[config.mk]
export PLATFORM = sky130hd
export DESIGN_NAME = pwq_top
export DESIGN_NICKNAME = d
export VERILOG_FILES = /design/src/rtl/pwq_pkg.sv /design/src/rtl/pwq_store.sv /design/src/rtl/pwq_filter.sv /design/src/rtl/pwq_ctl.sv /design/src/rtl/pwq_top.sv
export SDC_FILE = /design/constraint.sdc
export NUM_CORES = 1
export LEC_CHECK = 0
export CAP_MARGIN = 10
export CORE_ASPECT_RATIO = 0.7
export CORE_MARGIN = 8
export CORE_UTILIZATION = 45
export DETAILED_ROUTE_END_ITERATION = 6
export GPL_TIMING_DRIVEN = 0
export PLACE_DENSITY_LB_ADDON = 0.15
export SYNTH_ARGS = -nofsm -noshare
export SYNTH_HDL_FRONTEND = slang
export SYNTH_SLANG_ARGS = --single-unit
[constraint.sdc]
create_clock -name clk -period 3.5 [get_ports clk]
set_clock_uncertainty 0.05 [all_clocks]
set_input_delay 0.525 -clock clk [delete_from_list [all_inputs] [get_ports clk]]
set_output_delay 0.525 -clock clk [all_outputs]
set_load 0.1 [all_outputs]
[src/rtl/pwq_pkg.sv]
package pwq_pkg;
  typedef enum logic {WK_REG = 1'b0, WK_PC = 1'b1} wkind_e;
  typedef enum logic [1:0] {ST_IDLE = 2'd0, ST_WALK = 2'd1, ST_FIN = 2'd2} wstate_e;

  // survival rule for one entry under the recorded fault
  function automatic logic pwq_survives(input logic hit, input logic is_fp,
                                        input logic severe_bits, input logic forced);
    if (!hit) return 1'b1;
    if (is_fp) return !severe_bits;
    return forced;
  endfunction
endpackage

[src/rtl/pwq_store.sv]
module pwq_store #(
  parameter int DEPTH = 8,
  parameter int TW = 6,
  parameter int DW = 32,
  parameter int AW = 32,
  localparam int IW = (DEPTH > 1) ? $clog2(DEPTH) : 1,
  localparam int CW = $clog2(DEPTH + 1)
) (
  input  logic          clk,
  input  logic          rst_n,
  input  logic          clear,
  input  logic          push,
  input  logic          push_kind,
  input  logic [TW-1:0] push_target,
  input  logic [DW-1:0] push_value,
  input  logic [AW-1:0] push_iaddr,
  input  logic          push_forced,
  input  logic [IW-1:0] rd_idx,
  output logic          rd_kind,
  output logic [TW-1:0] rd_target,
  output logic [DW-1:0] rd_value,
  output logic [AW-1:0] rd_iaddr,
  output logic          rd_forced,
  output logic [CW-1:0] count,
  output logic          full,
  output logic          drop_err
);
  logic          kind_q   [DEPTH];
  logic [TW-1:0] tgt_q    [DEPTH];
  logic [DW-1:0] val_q    [DEPTH];
  logic [AW-1:0] ia_q     [DEPTH];
  logic          forced_q [DEPTH];
  logic          push_ok;
  logic          push_drop;
  logic [IW-1:0] wr_ptr;

  assign full      = (count == CW'(DEPTH));
  assign push_ok   = push && !full && !clear;
  assign push_drop = push && full && !clear;
  assign wr_ptr    = IW'(count);

  always_ff @(posedge clk or negedge rst_n) begin
    if (!rst_n) begin
      count    <= '0;
      drop_err <= 1'b0;
    end else begin
      drop_err <= push_drop;
      if (clear) count <= '0;
      else if (push_ok) count <= count + CW'(1);
    end
  end

  for (genvar s = 0; s < DEPTH; s++) begin : g_slot
    always_ff @(posedge clk) begin
      if (push_ok && wr_ptr == IW'(s)) begin
        kind_q[s]   <= push_kind;
        tgt_q[s]    <= push_target;
        val_q[s]    <= push_value;
        ia_q[s]     <= push_iaddr;
        forced_q[s] <= push_forced;
      end
    end
  end

  assign rd_kind   = kind_q[rd_idx];
  assign rd_target = tgt_q[rd_idx];
  assign rd_value  = val_q[rd_idx];
  assign rd_iaddr  = ia_q[rd_idx];
  assign rd_forced = forced_q[rd_idx];


  count_bound_chk: assert property (@(posedge clk) disable iff (!rst_n)
    count <= CW'(DEPTH));

  drop_keeps_count_chk: assert property (@(posedge clk) disable iff (!rst_n)
    push_drop |=> $stable(count));
endmodule

[src/rtl/pwq_filter.sv]
module pwq_filter #(
  parameter int AW = 32,
  parameter int MW = 5,
  parameter logic [MW-1:0] BENIGN = 5'b00111
) (
  input  logic          exc_valid,
  input  logic          exc_fp,
  input  logic [AW-1:0] exc_iaddr,
  input  logic [MW-1:0] exc_mask,
  input  logic [AW-1:0] ent_iaddr,
  input  logic          ent_forced,
  output logic          hit,
  output logic          keep
);
  import pwq_pkg::*;
  logic severe;
  assign hit    = exc_valid && (exc_iaddr == ent_iaddr);
  assign severe = |(exc_mask & ~BENIGN);
  assign keep   = pwq_survives(hit, exc_fp, severe, ent_forced);


  foreign_entry_kept_chk: assert final (hit || keep);
endmodule

[src/rtl/pwq_ctl.sv]
module pwq_ctl #(
  parameter int DEPTH = 8,
  parameter int AW = 32,
  localparam int IW = (DEPTH > 1) ? $clog2(DEPTH) : 1,
  localparam int CW = $clog2(DEPTH + 1)
) (
  input  logic          clk,
  input  logic          rst_n,
  input  logic          start,
  input  logic [CW-1:0] count,
  input  logic          ent_is_pc,
  input  logic          ent_keep,
  input  logic [AW-1:0] ent_target_pc,
  output logic [IW-1:0] idx,
  output logic          in_walk,
  output logic          finish,
  output logic          busy,
  output logic          taken_q,
  output logic [AW-1:0] target_q
);
  import pwq_pkg::*;
  wstate_e st_q;
  logic    last_ent;
  logic    pc_take;

  assign in_walk  = (st_q == ST_WALK);
  assign finish   = (st_q == ST_FIN);
  assign busy     = (st_q != ST_IDLE);
  assign last_ent = (CW'(idx) == count - CW'(1));
  assign pc_take  = in_walk && ent_is_pc && ent_keep && !taken_q;

  always_ff @(posedge clk or negedge rst_n) begin
    if (!rst_n) begin
      st_q     <= ST_IDLE;
      idx      <= '0;
      taken_q  <= 1'b0;
      target_q <= '0;
    end else begin
      case (st_q)
        ST_IDLE: if (start) begin
          idx     <= '0;
          taken_q <= 1'b0;
          st_q    <= (count == '0) ? ST_FIN : ST_WALK;
        end
        ST_WALK: begin
          if (pc_take) begin
            taken_q  <= 1'b1;
            target_q <= ent_target_pc;
          end
          if (last_ent) st_q <= ST_FIN;
          else idx <= idx + IW'(1);
        end
        default: st_q <= ST_IDLE;
      endcase
    end
  end


  walk_index_chk: assert property (@(posedge clk) disable iff (!rst_n)
    in_walk |-> (CW'(idx) < count));

  done_single_chk: assert property (@(posedge clk) disable iff (!rst_n)
    finish |=> !busy);

  target_frozen_chk: assert property (@(posedge clk) disable iff (!rst_n)
    (in_walk && taken_q) |=> $stable(target_q));
endmodule

[src/rtl/pwq_top.sv]
module pwq_top #(
  parameter int DEPTH = 8,
  parameter int TW = 6,
  parameter int DW = 32,
  parameter int AW = 32,
  parameter int MW = 5,
  parameter logic [MW-1:0] BENIGN = 5'b00111
) (
  input  logic          clk,
  input  logic          rst_n,
  input  logic          pkt_start,
  input  logic          enq_valid,
  input  logic          enq_kind,
  input  logic [TW-1:0] enq_target,
  input  logic [DW-1:0] enq_value,
  input  logic [AW-1:0] enq_iaddr,
  input  logic          enq_forced,
  output logic          full,
  output logic          enq_err,
  input  logic          exc_set,
  input  logic          exc_is_fp,
  input  logic [AW-1:0] exc_iaddr,
  input  logic [MW-1:0] exc_mask,
  input  logic          link_req,
  input  logic          commit,
  input  logic [AW-1:0] cur_pc,
  output logic          busy,
  output logic          wr_valid,
  output logic [TW-1:0] wr_target,
  output logic [DW-1:0] wr_value,
  output logic [AW-1:0] attr_pc,
  output logic          done,
  output logic          next_pc_valid,
  output logic [AW-1:0] next_pc,
  output logic          link_we,
  output logic [AW-1:0] link_value
);
  import pwq_pkg::*;
  localparam int IW = (DEPTH > 1) ? $clog2(DEPTH) : 1;
  localparam int CW = $clog2(DEPTH + 1);

  logic          pkt_clear, q_clear, start, push;
  logic          in_walk, finish, taken_q, ent_hit, ent_keep;
  logic [IW-1:0] idx;
  logic [CW-1:0] count;
  logic          e_kind, e_forced;
  logic [TW-1:0] e_target;
  logic [DW-1:0] e_value;
  logic [AW-1:0] e_iaddr, target_q;
  logic          exc_v_q, exc_fp_q, link_q;
  logic [AW-1:0] exc_ia_q, fall_pc_q;
  logic [MW-1:0] exc_mask_q;

  assign pkt_clear = pkt_start && !busy;
  assign start     = commit && !busy && !pkt_start;
  assign push      = enq_valid && !busy;
  assign q_clear   = pkt_clear || finish;

  pwq_store #(.DEPTH(DEPTH), .TW(TW), .DW(DW), .AW(AW)) store_i (
    .clk(clk), .rst_n(rst_n), .clear(q_clear), .push(push),
    .push_kind(enq_kind), .push_target(enq_target), .push_value(enq_value),
    .push_iaddr(enq_iaddr), .push_forced(enq_forced), .rd_idx(idx),
    .rd_kind(e_kind), .rd_target(e_target), .rd_value(e_value),
    .rd_iaddr(e_iaddr), .rd_forced(e_forced), .count(count), .full(full),
    .drop_err(enq_err));

  pwq_filter #(.AW(AW), .MW(MW), .BENIGN(BENIGN)) filter_i (
    .exc_valid(exc_v_q), .exc_fp(exc_fp_q), .exc_iaddr(exc_ia_q),
    .exc_mask(exc_mask_q), .ent_iaddr(e_iaddr), .ent_forced(e_forced),
    .hit(ent_hit), .keep(ent_keep));

  pwq_ctl #(.DEPTH(DEPTH), .AW(AW)) ctl_i (
    .clk(clk), .rst_n(rst_n), .start(start), .count(count),
    .ent_is_pc(e_kind == WK_PC), .ent_keep(ent_keep),
    .ent_target_pc(e_value[AW-1:0]), .idx(idx), .in_walk(in_walk),
    .finish(finish), .busy(busy), .taken_q(taken_q), .target_q(target_q));

  // packet-level records: fault, link request, fall-through pc
  always_ff @(posedge clk or negedge rst_n) begin
    if (!rst_n) begin
      exc_v_q    <= 1'b0;
      exc_fp_q   <= 1'b0;
      exc_ia_q   <= '0;
      exc_mask_q <= '0;
      link_q     <= 1'b0;
      fall_pc_q  <= '0;
    end else begin
      if (q_clear) exc_v_q <= 1'b0;
      else if (exc_set && !busy) begin
        exc_v_q    <= 1'b1;
        exc_fp_q   <= exc_is_fp;
        exc_ia_q   <= exc_iaddr;
        exc_mask_q <= exc_mask;
      end
      if (q_clear) link_q <= 1'b0;
      else if (link_req && !busy) link_q <= 1'b1;
      if (start) fall_pc_q <= cur_pc;
    end
  end

  assign wr_valid      = in_walk && (e_kind == WK_REG) && ent_keep;
  assign wr_target     = e_target;
  assign wr_value      = e_value;
  assign attr_pc       = in_walk ? e_iaddr : fall_pc_q;
  assign done          = finish;
  assign next_pc_valid = finish;
  assign next_pc       = taken_q ? target_q : fall_pc_q;
  assign link_we       = finish && link_q;
  assign link_value    = fall_pc_q;


  full_push_flag_chk: assert property (@(posedge clk) disable iff (!rst_n)
    (enq_valid && full && !busy && !pkt_start) |=> enq_err);

  write_only_busy_chk: assert property (@(posedge clk) disable iff (!rst_n)
    wr_valid |-> busy);

  blocked_no_write_chk: assert property (@(posedge clk) disable iff (!rst_n)
    (in_walk && ent_hit && !exc_fp_q && !e_forced) |-> !wr_valid);

  queue_empty_after_chk: assert property (@(posedge clk) disable iff (!rst_n)
    done |=> (count == '0));

  link_in_done_chk: assert property (@(posedge clk) disable iff (!rst_n)
    link_we |-> done);
endmodule

[Word-level counts from Yosys, hierarchy flattened]
Memories as Yosys holds them, arrays and structs flattened.
Cells that the tools add are included.
Cells by class
  multiply operators: 0
  multiplexer cells: 145
  divide/modulo/power cells: 0
  bitwise gates (word level): 2
  shift-type cells: 0
  order comparisons: 0
  $add $sub $neg: 3
  reductions and logical operators: 81
  equality and inequality tests: 16
Operators with widths (number)
  two-way mux 32 bit: 16
  OR reduction 32 bit: 14
  two-way mux 3 bit: 37
  two-way mux 1 bit: 77
  two-way mux 6 bit: 7
  OR reduction 6 bit: 7
  == test 32 bit: 1
  logical AND 1 bit: 25
  OR reduction 1 bit: 14
  == test 3 bit, second input constant: 4
  nonzero test 2 bit: 5
  two-way mux 4 bit: 2
  == test 3 x 2 -> 1 bit, second input constant: 2
  logical NOT 1 bit: 6
  two-way mux 2 bit: 3
  inequality test 2 bit, second input constant: 3
  case mux 3 bit (2 select lines): 1
  AND reduction 2 bit: 3
  AND reduction 3 bit: 2
  adder 4 x 1 -> 4 bit, second input constant: 1
  == test 3 x 4 -> 1 bit: 1
  == test 4 bit, second input constant: 1
  logical NOT 4 bit: 1
  case mux 2 bit (2 select lines): 1
  other kinds (12): 13
Word-level totals
  memories kept: 5
  memory bits (writable): 576
  bits in latches: 0
  bits of input ports: 149
  ROM bits: 0
  logic and storage cells: 264
  flip-flop bits (word level): 115
Memories
  store_i.ia_q: depth 8, width 32, read ports 1, clocked after Yosys merged registers in 0, write ports 1, line pwq_store.sv:31  | logic [AW-1:0] ia_q [DEPTH];
  store_i.val_q: depth 8, width 32, read ports 1, clocked after Yosys merged registers in 0, write ports 1, line pwq_store.sv:30  | logic [DW-1:0] val_q [DEPTH];
  store_i.tgt_q: depth 8, width 6, read ports 1, clocked after Yosys merged registers in 0, write ports 1, line pwq_store.sv:29  | logic [TW-1:0] tgt_q [DEPTH];
  store_i.forced_q: depth 8, width 1, read ports 1, clocked after Yosys merged registers in 0, write ports 1, line pwq_store.sv:32  | logic forced_q [DEPTH];
  store_i.kind_q: depth 8, width 1, read ports 1, clocked after Yosys merged registers in 0, write ports 1, line pwq_store.sv:28  | logic kind_q [DEPTH];

[Longest topological paths before layout]
  depth after elaboration: 17
  mapped depth: 13

[Hierarchy]
Synthesis repeated with hierarchy kept, for this count alone.
Second synthesis, totals
  cells, all modules: 1274
  area total of the unflattened synthesis: 27845.5 um^2
Modules (own cells, without submodules)
  pwq_store: area an instance 22240.1 um^2, instances 1, cells each 873
  pwq_top: area an instance 3608.5 um^2, instances 1, cells each 235
  pwq_ctl: area an instance 1602.8 um^2, instances 1, cells each 113
  pwq_filter: area an instance 394.1 um^2, instances 1, cells each 53

[Least setup slack after synthesis]
No wires, ideal clock.
  path kind: reg2out
  start point: reg ctl_i.idx[1]
  end point: out wr_valid
  slack: -1.274 ns
  path buffers: 4
  arrival time: 4.199 ns
  cell stages (with the launch flop): 12
  path through: dfrtp_1 -> buf_2 -> buf_4 -> buf_4 -> buf_2 -> mux2i_1 -> a221oi_1 -> xnor2_1 -> and3_1 -> nand4_1 -> and4bb_2 -> nor3_1
Between the ends
  cells in the longest elaborated chain, start to end: 5
  elaborated cells on any way between the ends: 10
  those cells by class: 1 x eq/ne; 2 x mux; 1 x bitwise; 3 x reduce/logical; 3 x memory
RTL lines
  from (decl): line pwq_ctl.sv:14  | output logic [IW-1:0] idx,
  from (signal assigned): line pwq_ctl.sv:51  | else idx <= idx + IW'(1);
  memory (8 x 32 bit)
  == test 32 bit: line pwq_filter.sv:17  | assign hit = exc_valid && (exc_iaddr == ent_iaddr);
  logical AND 1 bit: line pwq_filter.sv:17
  two-way mux 1 bit: line pwq_pkg.sv:9  | if (is_fp) return !severe_bits;
  logical AND 1 bit (*): line pwq_top.sv:101  | assign wr_valid = in_walk && (e_kind == WK_REG) && ent_keep;
  to (decl): line pwq_top.sv:28  | output logic wr_valid,
Mark *: on every way between the ends. The rest lies on a longest branch, timed or not.

[Worst setup path in the final report]
  start point: reg ctl_i.idx[0]
  end point: out wr_valid
Same word-level chain as after synthesis.

==> impl_results.md <==
* I/O pins at 290
* Sink Count at 688
* Synth Register Bits at about 700
* Die height at 222.9 um
* Core Region at 60950 sq um
* Crit start category: flip-flop
* Syn_area_per_cell at 18.69 sq um
* Fin cells at roughly 2800
* Syn_nets at 1630
* Clock Tree Root: clkbuf_16
* Yosys warnings at 0
* DIE AREA at approximately 69000 sq um
* Max Cap Viol at 0
* Layout cells sized above 1 at 34.00%
* Total CTS buffers at 69
* Final GP Congestion at about 0.89
* DP Wirelength at between 50000 and 60000 um
* Vias in the first global route at ~16000
* Final period util at 116.1%
* Post-Syn Area at around 28000 sq um
* Crit Path Max Fanout at 6
* Vias per Instance at between 5 and 6
* Worst setup EP type: output pin
* Max Slew Vio Count at 0
* Largest net degree at the start of global routing at just under 70
* Failing checks: setup timing
* Vias at about 16000
* Hold Crit Depth at 3
* Register area share after synthesis at between 70% and 80%
* Tot GR Track Use at a little under a quarter
* Hold WS at roughly 390 ps
* Min-Delay Path Class: input port to flip-flop
* CTS tree: built
* Post-Syn Instances at 1472
* Routed wire length at a little over 80000 um
* Final Hold Fails at 0
* Standard-cell rows at 76
* Minimum clock period at between 4000 and 5000 ps
* Number of cells on the worst reg-to-reg path at 11
* Count of final setup violators at 57
* Drt drc at 0
* Initial antenna violation count at 10
* Clock buffer depth at 3
* First-pass GRT wire length at about 120000 um
* Iter 0 DRT Violations at between 1500 and 2000
* Worst path required time at ~3000 ps
* Final Worst Setup Slack at -562.4 ps
* Total gr overflow at 0
* F_max at around 0.25 GHz
* Relative slew slack at between 20% and 30%
* Worst reg2reg setup slack at -50 ps
* H-tree Lvls at 3
* Worst vdd rail ir drop at between 1 and 1.5 mV
* Starting Density at between 40 and 50%
* Worst Tran Pin Value at between 1000 and 1500 ps
* Worst-path clk slew at 60 ps
* DR WL/cell at about 30 um
* Dpl cells at 2587
* Pleak at between 10 and 15 nW
* Fin nets at 2054
* Port bufs at approximately 290
* PwrDens at 926.1 nW/um^2
* Antenna Nets Post-Route at 0
* Worst path arrival time at between 3000 and 4000 ps
* Distinct cells, synth at 50
* Outcome: finished, violations left
* Layout area overhead at 29.62%
* Worst skew pair latency at 620 ps
* RSZ-0062 raised after global routing: yes
* Die Width at between 300 and 400 um
* Worst Setup Path Type: flip-flop to output pin
* First-pass DRT Iterations at 5
-- cell type report --
type,instances,area (sq um)
inverter,7,30.03
tap,819,1025
multi-input combinational,702,7580
buffer,74,843.3
sequential,688,20100
antenna,3,7.507
clock buffer,100,1967
clock inverter,28,185.2
fill,4516,25290
timing repair buffer,354,3929
-- stage by stage --
stage	util (%)	worst slack (ps)	instance area, sq um	total power [W]	TNS, ps
floorplan	-	-411.7	27560	0.02040	-411.7
global placement	51.59	-3220	31440	0.02451	-1046350
detailed placement	52.03	-2696	31710	0.02461	-175140
CTS	57.79	-573.0	35230	0.03273	-5874
global route	58.51	-668.3	35660	0.03406	-7639
finish	58.51	-562.4	35670	0.03303	-3187
-- Yosys cell counts, drive strengths merged --
cell    instances  area, sq um
a211o           1        8.760
a21boi          4        30.03
a21o            2        15.01
a21oi           6        33.78
a221oi          2        17.52
a22o            1        8.760
a22oi          27        202.7
a41oi           1        8.760
and2            8        50.05
and2b           1        7.510
and3           10        62.56
and3b           4        35.03
and4bb          1        12.51
buf            40        234.0
clkbuf         35        131.4
dfrtp         112         2803
edfxtp        576        17300
ha              9        112.6
inv             7        26.28
mux2          147         1768
mux2i          67        670.6
mux4          110         2492
nand2         153        574.3
nand2b          3        18.77
nand3          13        65.06
nand4           7        43.79
nand4b          1        8.760
nor2           13        51.30
nor2b           6        37.54
nor3           15        75.07
nor4            5        37.53
nor4b           2        17.52
o21a            4        30.03
o21ai          36        180.2
o21bai          1        7.510
o22a            3        26.28
o22ai           6        37.54
o31ai           6        45.04
or2             1        6.260
or4             1        7.510
xnor2           8        70.07
xor2           17        148.9
-- final timing paths --
kind	start	to
setup / recovery	ctl_i.idx[0]	wr_valid
hold reg to reg	link_q	link_q
hold / removal	cur_pc[29]	link_value[29]
min in group asynchronous	rst_n	ctl_i.target_q[7]
setup reg to reg	ctl_i.idx[0]	ctl_i.target_q[27]
max in group asynchronous	rst_n	ctl_i.idx[2]
-- layer usage --
metal / share of wire, % / global-route usage [%] / routed length [um] / vias up
li1: - / - / - / 6686
met3: 11 / 8.756 / 8981 / 100
met1: 44 / 34.08 / 36700 / 8198
met5: 0.13 / 0.5674 / 105 / -
met4: 1.5 / 4.524 / 1285 / 10
met2: 43 / 33.58 / 35910 / 739
-- where the power goes --
| group | switching (W) | internal (W) | total [W] |
|---|---|---|---|
| registers | 0.000915 | 0.00974 | 0.0107 |
| logic | 0.0104 | 0.00485 | 0.0153 |
| clock network | 0.00310 | 0.00400 | 0.00710 |
-- critical path, cell delays in order, from the launching register on --
cell and delay [ps]:
dfrtp_1 370, buf_6 140, buf_12 140, buf_12 110, buf_16 120, mux4_2 520, mux2i_4 250, xnor2_2 210
nor3_2 90, nand4_1 110, and4bb_2 290, nor3_4 300, buf_12 230
-- placed cells by master (no fill, tap or decap), types with 6 or more instances in the layout --
cell type / synthesis / final
inv_1: 7 / 6
xor2_1: 17 / 13
mux4_2: 106 / 110
mux2_4: 30 / 44
clkbuf_8: 0 / 9
edfxtp_1: 576 / 576
mux2i_1: 67 / 58
nand3_1: 13 / 13
dfrtp_1: 112 / 111
clkbuf_1: 35 / 38
clkdlybuf4s50_1: 0 / 181
nand4_1: 7 / 7
a22oi_2: 0 / 10
nor2b_1: 6 / 6
buf_2: 16 / 6
clkinv_2: 0 / 12
buf_6: 6 / 27
clkbuf_16: 0 / 77
clkdlybuf4s15_2: 0 / 31
buf_16: 0 / 10
nand2_1: 153 / 150
buf_8: 0 / 14
buf_4: 5 / 71
clkinv_1: 0 / 8
o21ai_0: 36 / 7
clkbuf_4: 0 / 9
buf_12: 0 / 42
mux2i_4: 0 / 8
nor3_1: 15 / 12
nor2_1: 12 / 7
o21ai_2: 0 / 9
a22oi_1: 27 / 17
and3_1: 10 / 6
clkbuf_2: 0 / 7
mux2_2: 117 / 103
o21ai_1: 0 / 16
ha_1: 9 / 9
-- cell families after synthesis --
| family | share of synthesized area (%) |
|---|---|
| and+or+nand+nor | 4.038 |
| xor gates and xnor gates | 0.7957 |
| adders and majority gates | 0.4092 |
| DFF | 73.04 |
| muxes | 17.92 |
| AOI/OAI and AO/OA | 2.369 |
| buffers and inverters | 1.423 |
-- registers in the layout (all words and copies together), names as in the netlist, 4 cells and up --
| register | count |
|---|---|
| store_i.forced_q | 8 |
| store_i.count | 4 |
| store_i.ia_q | 256 |
| exc_ia_q | 32 |
| store_i.tgt_q | 48 |
| store_i.val_q | 256 |
| ctl_i.target_q | 32 |
| link_value | 32 |
| store_i.kind_q | 8 |
-- repair_timing --
item	4_1_cts	5_1_grt
endpoints found under the setup margin	139	116
gates cloned	3	3
endpoints found under the hold margin	45	0
pin swaps	16	16
buffers inserted	45	7
hold buffers	1	0
gates resized for setup	793	84
No activity file was read; power rests on OpenSTA's default activity.
